===== src/rtl/tcmp_pkg.sv =====
package tcmp_pkg;
  typedef enum logic [1:0] {
    WM_FREE  = 2'b00,
    WM_WRAP  = 2'b01,
    WM_FAST  = 2'b10,
    WM_DUAL  = 2'b11
  } wave_mode_e;

  typedef enum logic [1:0] {
    ACT_NONE   = 2'b00,
    ACT_TOGGLE = 2'b01,
    ACT_CLEAR  = 2'b10,
    ACT_SET    = 2'b11
  } cmp_act_e;

  // bit 1 of the mode marks the PWM sequences
  function automatic logic is_pwm(wave_mode_e m);
    return m[1];
  endfunction
endpackage


===== src/rtl/tcmp_counter.sv =====
module tcmp_counter
  import tcmp_pkg::*;
#(
  parameter int W = 8
) (
  input  logic          clk,
  input  logic          rst_n,
  input  wave_mode_e    mode,
  input  logic [W-1:0]  cmp,
  input  logic          ld_en,
  input  logic [W-1:0]  ld_val,
  output logic [W-1:0]  cnt,
  output logic          step_up,
  output logic          at_top
);
  localparam logic [W-1:0] MAXV = {W{1'b1}};
  localparam logic [W-1:0] ONE  = {{(W-1){1'b0}}, 1'b1};

  logic         dir_q;
  logic [W-1:0] cnt_nxt;

  assign at_top  = (cnt == MAXV);
  assign step_up = (cnt == '0) ? 1'b1 : (at_top ? 1'b0 : dir_q);

  always_comb begin
    unique case (mode)
      WM_WRAP: cnt_nxt = (cnt == cmp) ? '0 : cnt + ONE;
      WM_DUAL: cnt_nxt = step_up ? cnt + ONE : cnt - ONE;
      default: cnt_nxt = cnt + ONE;
    endcase
  end

  always_ff @(posedge clk or negedge rst_n) begin
    if (!rst_n) begin
      cnt   <= '0;
      dir_q <= 1'b1;
    end else begin
      cnt   <= ld_en ? ld_val : cnt_nxt;
      dir_q <= (mode == WM_DUAL) ? step_up : 1'b1;
    end
  end

  // free-running and single-slope sequences step by one
  p_step_one_r2: assert property (@(posedge clk) disable iff (!rst_n)
    ((mode == WM_FREE || mode == WM_FAST) && !ld_en) |=> (cnt == $past(cnt) + ONE));

  // wrap-on-compare reloads zero after a match
  p_wrap_zero_r3: assert property (@(posedge clk) disable iff (!rst_n)
    (mode == WM_WRAP && cnt == cmp && !ld_en) |=> (cnt == '0));

  // dual-slope turns around at the top
  p_turn_top_r4: assert property (@(posedge clk) disable iff (!rst_n)
    (mode == WM_DUAL && at_top && !ld_en) |=> (cnt == MAXV - ONE));

  // dual-slope turns around at the bottom
  p_turn_bot_r4: assert property (@(posedge clk) disable iff (!rst_n)
    (mode == WM_DUAL && cnt == '0 && !ld_en) |=> (cnt == ONE));
endmodule


===== src/rtl/tcmp_wavegen.sv =====
module tcmp_wavegen
  import tcmp_pkg::*;
#(
  parameter int W = 8
) (
  input  logic          clk,
  input  logic          rst_n,
  input  wave_mode_e    mode,
  input  cmp_act_e      act,
  input  logic [W-1:0]  cnt,
  input  logic [W-1:0]  cmp,
  input  logic          at_top,
  input  logic          step_up,
  input  logic          force_now,
  input  wave_mode_e    force_mode,
  input  cmp_act_e      force_act,
  input  logic          ld_en,
  input  logic          ld_val,
  output logic          wave
);
  logic match;
  logic wave_nxt;

  assign match = (cnt == cmp);

  function automatic logic apply_act(cmp_act_e a, logic b);
    unique case (a)
      ACT_TOGGLE: return ~b;
      ACT_CLEAR:  return 1'b0;
      ACT_SET:    return 1'b1;
      default:    return b;
    endcase
  endfunction

  always_comb begin
    wave_nxt = wave;
    if (ld_en) begin
      wave_nxt = ld_val;
    end else if (force_now && !is_pwm(force_mode)) begin
      wave_nxt = apply_act(force_act, wave);
    end else begin
      unique case (mode)
        WM_FAST: begin
          if (act[1]) begin
            if (at_top)     wave_nxt = ~act[0];
            else if (match) wave_nxt = act[0];
          end
        end
        WM_DUAL: begin
          if (act[1] && match) wave_nxt = step_up ? act[0] : ~act[0];
        end
        default: begin
          if (match) wave_nxt = apply_act(act, wave);
        end
      endcase
    end
  end

  always_ff @(posedge clk or negedge rst_n) begin
    if (!rst_n) wave <= 1'b0;
    else        wave <= wave_nxt;
  end

  // an all-zero action never moves the bit on its own
  p_idle_hold_r5: assert property (@(posedge clk) disable iff (!rst_n)
    (act == ACT_NONE && !ld_en && !force_now) |=> $stable(wave));

  // a direct write of the bit always lands
  p_direct_load_r12: assert property (@(posedge clk) disable iff (!rst_n)
    ld_en |=> (wave == $past(ld_val)));
endmodule


===== src/rtl/tcmp_pinmux.sv =====
module tcmp_pinmux
  import tcmp_pkg::*;
(
  input  cmp_act_e act,
  input  logic     wave,
  input  logic     port_data,
  input  logic     pin_dir,
  output logic     pin_out,
  output logic     pin_oe
);
  assign pin_out = (act != ACT_NONE) ? wave : port_data;
  assign pin_oe  = pin_dir;
endmodule


===== src/rtl/tcmp_top.sv =====
module tcmp_top
  import tcmp_pkg::*;
#(
  parameter int W = 8
) (
  input  logic         clk,
  input  logic         rst_n,
  input  logic         ctrl_we,
  input  logic [1:0]   ctrl_wave,
  input  logic [1:0]   ctrl_act,
  input  logic         ctrl_force,
  input  logic         cmp_we,
  input  logic [W-1:0] cmp_d,
  input  logic         cnt_we,
  input  logic [W-1:0] cnt_d,
  input  logic         wbit_we,
  input  logic         wbit_d,
  input  logic         port_data,
  input  logic         pin_dir,
  output logic [W-1:0] cnt_q,
  output logic         wave_bit,
  output logic         pin_out,
  output logic         pin_oe
);
  wave_mode_e   mode_q;
  cmp_act_e     act_q;
  logic [W-1:0] cmp_q;
  logic         step_up;
  logic         at_top;
  logic         force_now;

  assign force_now = ctrl_we & ctrl_force;

  always_ff @(posedge clk or negedge rst_n) begin
    if (!rst_n) begin
      mode_q <= WM_FREE;
      act_q  <= ACT_NONE;
      cmp_q  <= '0;
    end else begin
      if (ctrl_we) begin
        mode_q <= wave_mode_e'(ctrl_wave);
        act_q  <= cmp_act_e'(ctrl_act);
      end
      if (cmp_we) cmp_q <= cmp_d;
    end
  end

  tcmp_counter #(.W(W)) u_cnt (
    .clk     (clk),
    .rst_n   (rst_n),
    .mode    (mode_q),
    .cmp     (cmp_q),
    .ld_en   (cnt_we),
    .ld_val  (cnt_d),
    .cnt     (cnt_q),
    .step_up (step_up),
    .at_top  (at_top)
  );

  tcmp_wavegen #(.W(W)) u_wave (
    .clk        (clk),
    .rst_n      (rst_n),
    .mode       (mode_q),
    .act        (act_q),
    .cnt        (cnt_q),
    .cmp        (cmp_q),
    .at_top     (at_top),
    .step_up    (step_up),
    .force_now  (force_now),
    .force_mode (wave_mode_e'(ctrl_wave)),
    .force_act  (cmp_act_e'(ctrl_act)),
    .ld_en      (wbit_we),
    .ld_val     (wbit_d),
    .wave       (wave_bit)
  );

  tcmp_pinmux u_pin (
    .act       (act_q),
    .wave      (wave_bit),
    .port_data (port_data),
    .pin_dir   (pin_dir),
    .pin_out   (pin_out),
    .pin_oe    (pin_oe)
  );
endmodule


===== config.mk =====
export PLATFORM = sky130hd
export DESIGN_NAME = tcmp_top
export DESIGN_NICKNAME = d
export VERILOG_FILES = /design/src/rtl/tcmp_pkg.sv /design/src/rtl/tcmp_counter.sv /design/src/rtl/tcmp_wavegen.sv /design/src/rtl/tcmp_pinmux.sv /design/src/rtl/tcmp_top.sv
export SDC_FILE = /design/constraint.sdc
export NUM_CORES = 1
export LEC_CHECK = 0
export ABC_AREA = 1
export BUFFER_PORTS_ARGS = -buffer_cell sky130_fd_sc_hd__buf_2
export CAP_MARGIN = 5
export CELL_PAD_IN_SITES_DETAIL_PLACEMENT = 0
export CELL_PAD_IN_SITES_GLOBAL_PLACEMENT = 1
export CORE_UTILIZATION = 37
export DETAILED_ROUTE_END_ITERATION = 10
export PLACE_DENSITY_LB_ADDON = 0.1
export SYNTH_ARGS = -nofsm -noshare
export SYNTH_HDL_FRONTEND = slang
export SYNTH_HIERARCHICAL = 1
export SYNTH_SLANG_ARGS = --single-unit

===== constraint.sdc =====
create_clock -name clk -period 1.99 [get_ports clk]
set_clock_uncertainty 0.1 [all_clocks]
set_input_delay 0.199 -clock clk [delete_from_list [all_inputs] [get_ports clk]]
set_output_delay 0.199 -clock clk [all_outputs]
set_load 0.1 [all_outputs]

==> flow_summary.json <==
{
  "synth_top_area_frac": 0.297,
  "postRouteAntennaNets": 0,
  "clockBufferDepth": 2,
  "avgViaCountPerCell": 4.61,
  "drv_cap": 0,
  "root_buffer": "clkbuf_8",
  "ys_warn_count": 6,
  "fin_cells": 378,
  "reg2reg_from": "u_cnt/cnt[1]$_DFF_PN0_",
  "crit_fanout": 6,
  "cts_tree": "built",
  "synth_top_area_cell": "dfrtp_1",
  "violations": "design-rule violations",
  "intPower_w": 0.000949,
  "syn_nets": 320,
  "synthTopCellsByArea": "dfrtp_1 30%, nand2_1 25%, inv_1 7.8%",
  "grt_pass1_vias": 1648,
  "setup_violations": 0,
  "post-route-period-util": 0.917,
  "ir_drop_v": 0.000387,
  "end_kind": "flip-flop",
  "worstPathArrival_ps": 1890,
  "maxSlewHeadroom": 0.645,
  "htree_levels": 1,
  "die_area_um2": 5070,
  "final.setup.tns_ps": 0,
  "die_h_um": 71.2,
  "clock_latency_ps": 270,
  "drc": 2,
  "worst-r2r-setup-slack_ps": 170,
  "fin_crit_ps": 1820,
  "cp_data_required_time_ps": 2060,
  "nets": 361,
  "rr_worst_depth": 9,
  "hold_path.class": "primary input to flip-flop",
  "fmax_mhz": 548,
  "drt-pass1-iter-count": 7,
  "fillers": 480,
  "dp_cells": 370,
  "synthToLayoutAreaGrowth_pct": 20.3,
  "ys_types": 26,
  "power_frac_clock": 0.269,
  "overflow": 0,
  "clk_pin_slew_worst_paths_ps": 90,
  "crit_path_start": "u_cnt/cnt[1]$_DFF_PN0_",
  "synth_area_um2": 1770,
  "p_per_area_nw_per_um2": 763,
  "grt_pass1_wl_um": 7600,
  "antenna_found_initial": 0,
  "final_cell_mix": "118 x nand2_1, 38 x buf_2, 37 x inv_1",
  "dpl.hpwl_um": 3340,
  "finalMaxSlewViolations": 0,
  "ys_ff_latch": 22,
  "r2r-end": "u_cnt/cnt[6]$_DFF_PN0_",
  "hold_start": "cmp_d[0]",
  "dieWidth_um": 71.2,
  "vias": 1741,
  "final_common_cell": "nand2_1",
  "detail_route.iter0.violations": 93,
  "hold_violations": 0,
  "drive_gt1_frac": 0.230,
  "cts_sinks": 22,
  "power.switching_w": 0.000678,
  "leakagePower_nw": 1.19,
  "num_antenna_cells": 0,
  "startpoint_type": "flip-flop",
  "grt_max_degree": 23,
  "cts_buffers": 3,
  "routed_wl_um": 4480,
  "routabilityCongestion": 0.836,
  "crit_end": "u_cnt/cnt[6]$_DFF_PN0_",
  "synth_area_per_cell_um2": 6.19,
  "worstMarginPinSlew_ps": 532,
  "rsz0062_at_grt": "true",
  "critPathKind": "flip-flop to flip-flop",
  "status": "finished, violations left",
  "place_area_um2": 2000,
  "grt_use_total": 0.193,
  "core_um2": 4470,
  "portBuffers": 38,
  "p_sw_frac": 0.417,
  "pwr-share-comb": 0.373,
  "io_pins": 41,
  "ys_seq_area_frac": 0.311,
  "routedWlPerCell_um": 11.9,
  "power_frac_seq": 0.358,
  "initial_utilization": 0.396,
  "final_area_um2": 2130,
  "syn_inst": 286,
  "row_count": 24
}
## how the worst min path moves through the flow
| stage | end | slack (ps) | cells past startpoint |
|---|---|---|---|
| detailed placement | cmp_q[7]$_DFFE_PN0P_ | 120 | 1 |
| CTS | cmp_q[0]$_DFFE_PN0P_ | 10 | 3 |
| finish | cmp_q[0]$_DFFE_PN0P_ | 20 | 3 |
| floorplan | act_q[0]$_DFFE_PN0P_ | -200 | 0 |
| global route | u_cnt/cnt[0]$_DFF_PN0_ | 20 | 3 |
| global placement | cmp_q[7]$_DFFE_PN0P_ | 120 | 1 |
## per-layer routing
layer	up-vias	wire length, um	track usage
met1	747	2380	0.270
met4	0	53	0.0489
met2	47	1890	0.305
met3	6	160	0.0370
met5	-	0	0
li1	941	-	-
## critical path: stages (launching register included)
cell      delay (ps)
dfrtp_4          500
buf_4            160
inv_1            120
nand2_1           70
nand2_1           50
nand2_1           50
nor2_1           230
nand3_2          220
nand3b_1         140
a21oi_1           70
## cell families after synthesis
group	share of synthesized area
AO/OA/AOI/OAI	0.0508
XOR/XNOR	0.0593
adder cells (fa/ha/maj)	0.0282
buffers and inverters	0.113
flip-flops	0.311
AND/OR/NAND/NOR	0.437
## power by group through the flow
stage	Combinational, W	Clock [W]	Sequential [W]
finish	0.000607	0.000438	0.000582
detailed placement	0.000588	0	0.000593
CTS	0.000591	0.000456	0.000585
floorplan	0.000321	0	0.000731
global placement	0.000589	0	0.000593
global route	0.000670	0.000469	0.000593
## cell type report
| type | instances | area (um2) | share of cell area |
|---|---|---|---|
| tap | 52 | 65.1 | 0.0305 |
| multi-input combinational | 217 | 1050 | 0.492 |
| timing repair buffer | 43 | 230 | 0.108 |
| sequential | 22 | 567 | 0.266 |
| inverter | 40 | 150 | 0.0704 |
| clock buffer | 3 | 41.3 | 0.0194 |
| clock inverter | 1 | 30.0 | 0.0141 |
## per-stage QoR
stage	total power [W]	utilization	worst slack, ps	hold WS (ps)
finish	0.00163	0.477	166	20.9
global route	0.00173	0.477	-17.0	17.5
CTS	0.00163	0.466	78.3	10.4
detailed placement	0.00118	0.447	97.1	120
global placement	0.00118	0.447	171	120
floorplan	0.00105	-	-68.2	-197
## timing repair
item                                   CTS  global route
setup endpoints to repair                0             1
hold buffers                             1             0
buffers inserted                         0             3
endpoints found under the hold margin   21             0
resized for setup                        0             6
## sequential cells by signal, summed over array words and instances (netlist names)
| register | flops |
|---|---|
| act_q | 2 |
| cmp_q | 8 |
| mode_q | 2 |
| u_cnt/cnt | 8 |
| u_cnt/dir_q | 1 |
| u_wave/wave | 1 |
## synth_stat cells
cell,n
o21ai_1,2
ha_1,4
o21ai_0,5
nand2_2,2
nand3b_1,1
dfstp_2,1
a22oi_1,1
buf_4,1
buf_6,2
o211ai_1,1
nor3_2,2
a21oi_1,8
nand3_1,20
xnor2_1,8
xor2_1,4
dfrtp_1,21
nor2_2,5
inv_2,2
or2_1,2
nand3_2,2
nor2_1,29
nor2_4,1
inv_1,37
clkinv_1,1
buf_2,4
nand2_1,120
No activity file was read; power rests on OpenSTA's default activity.
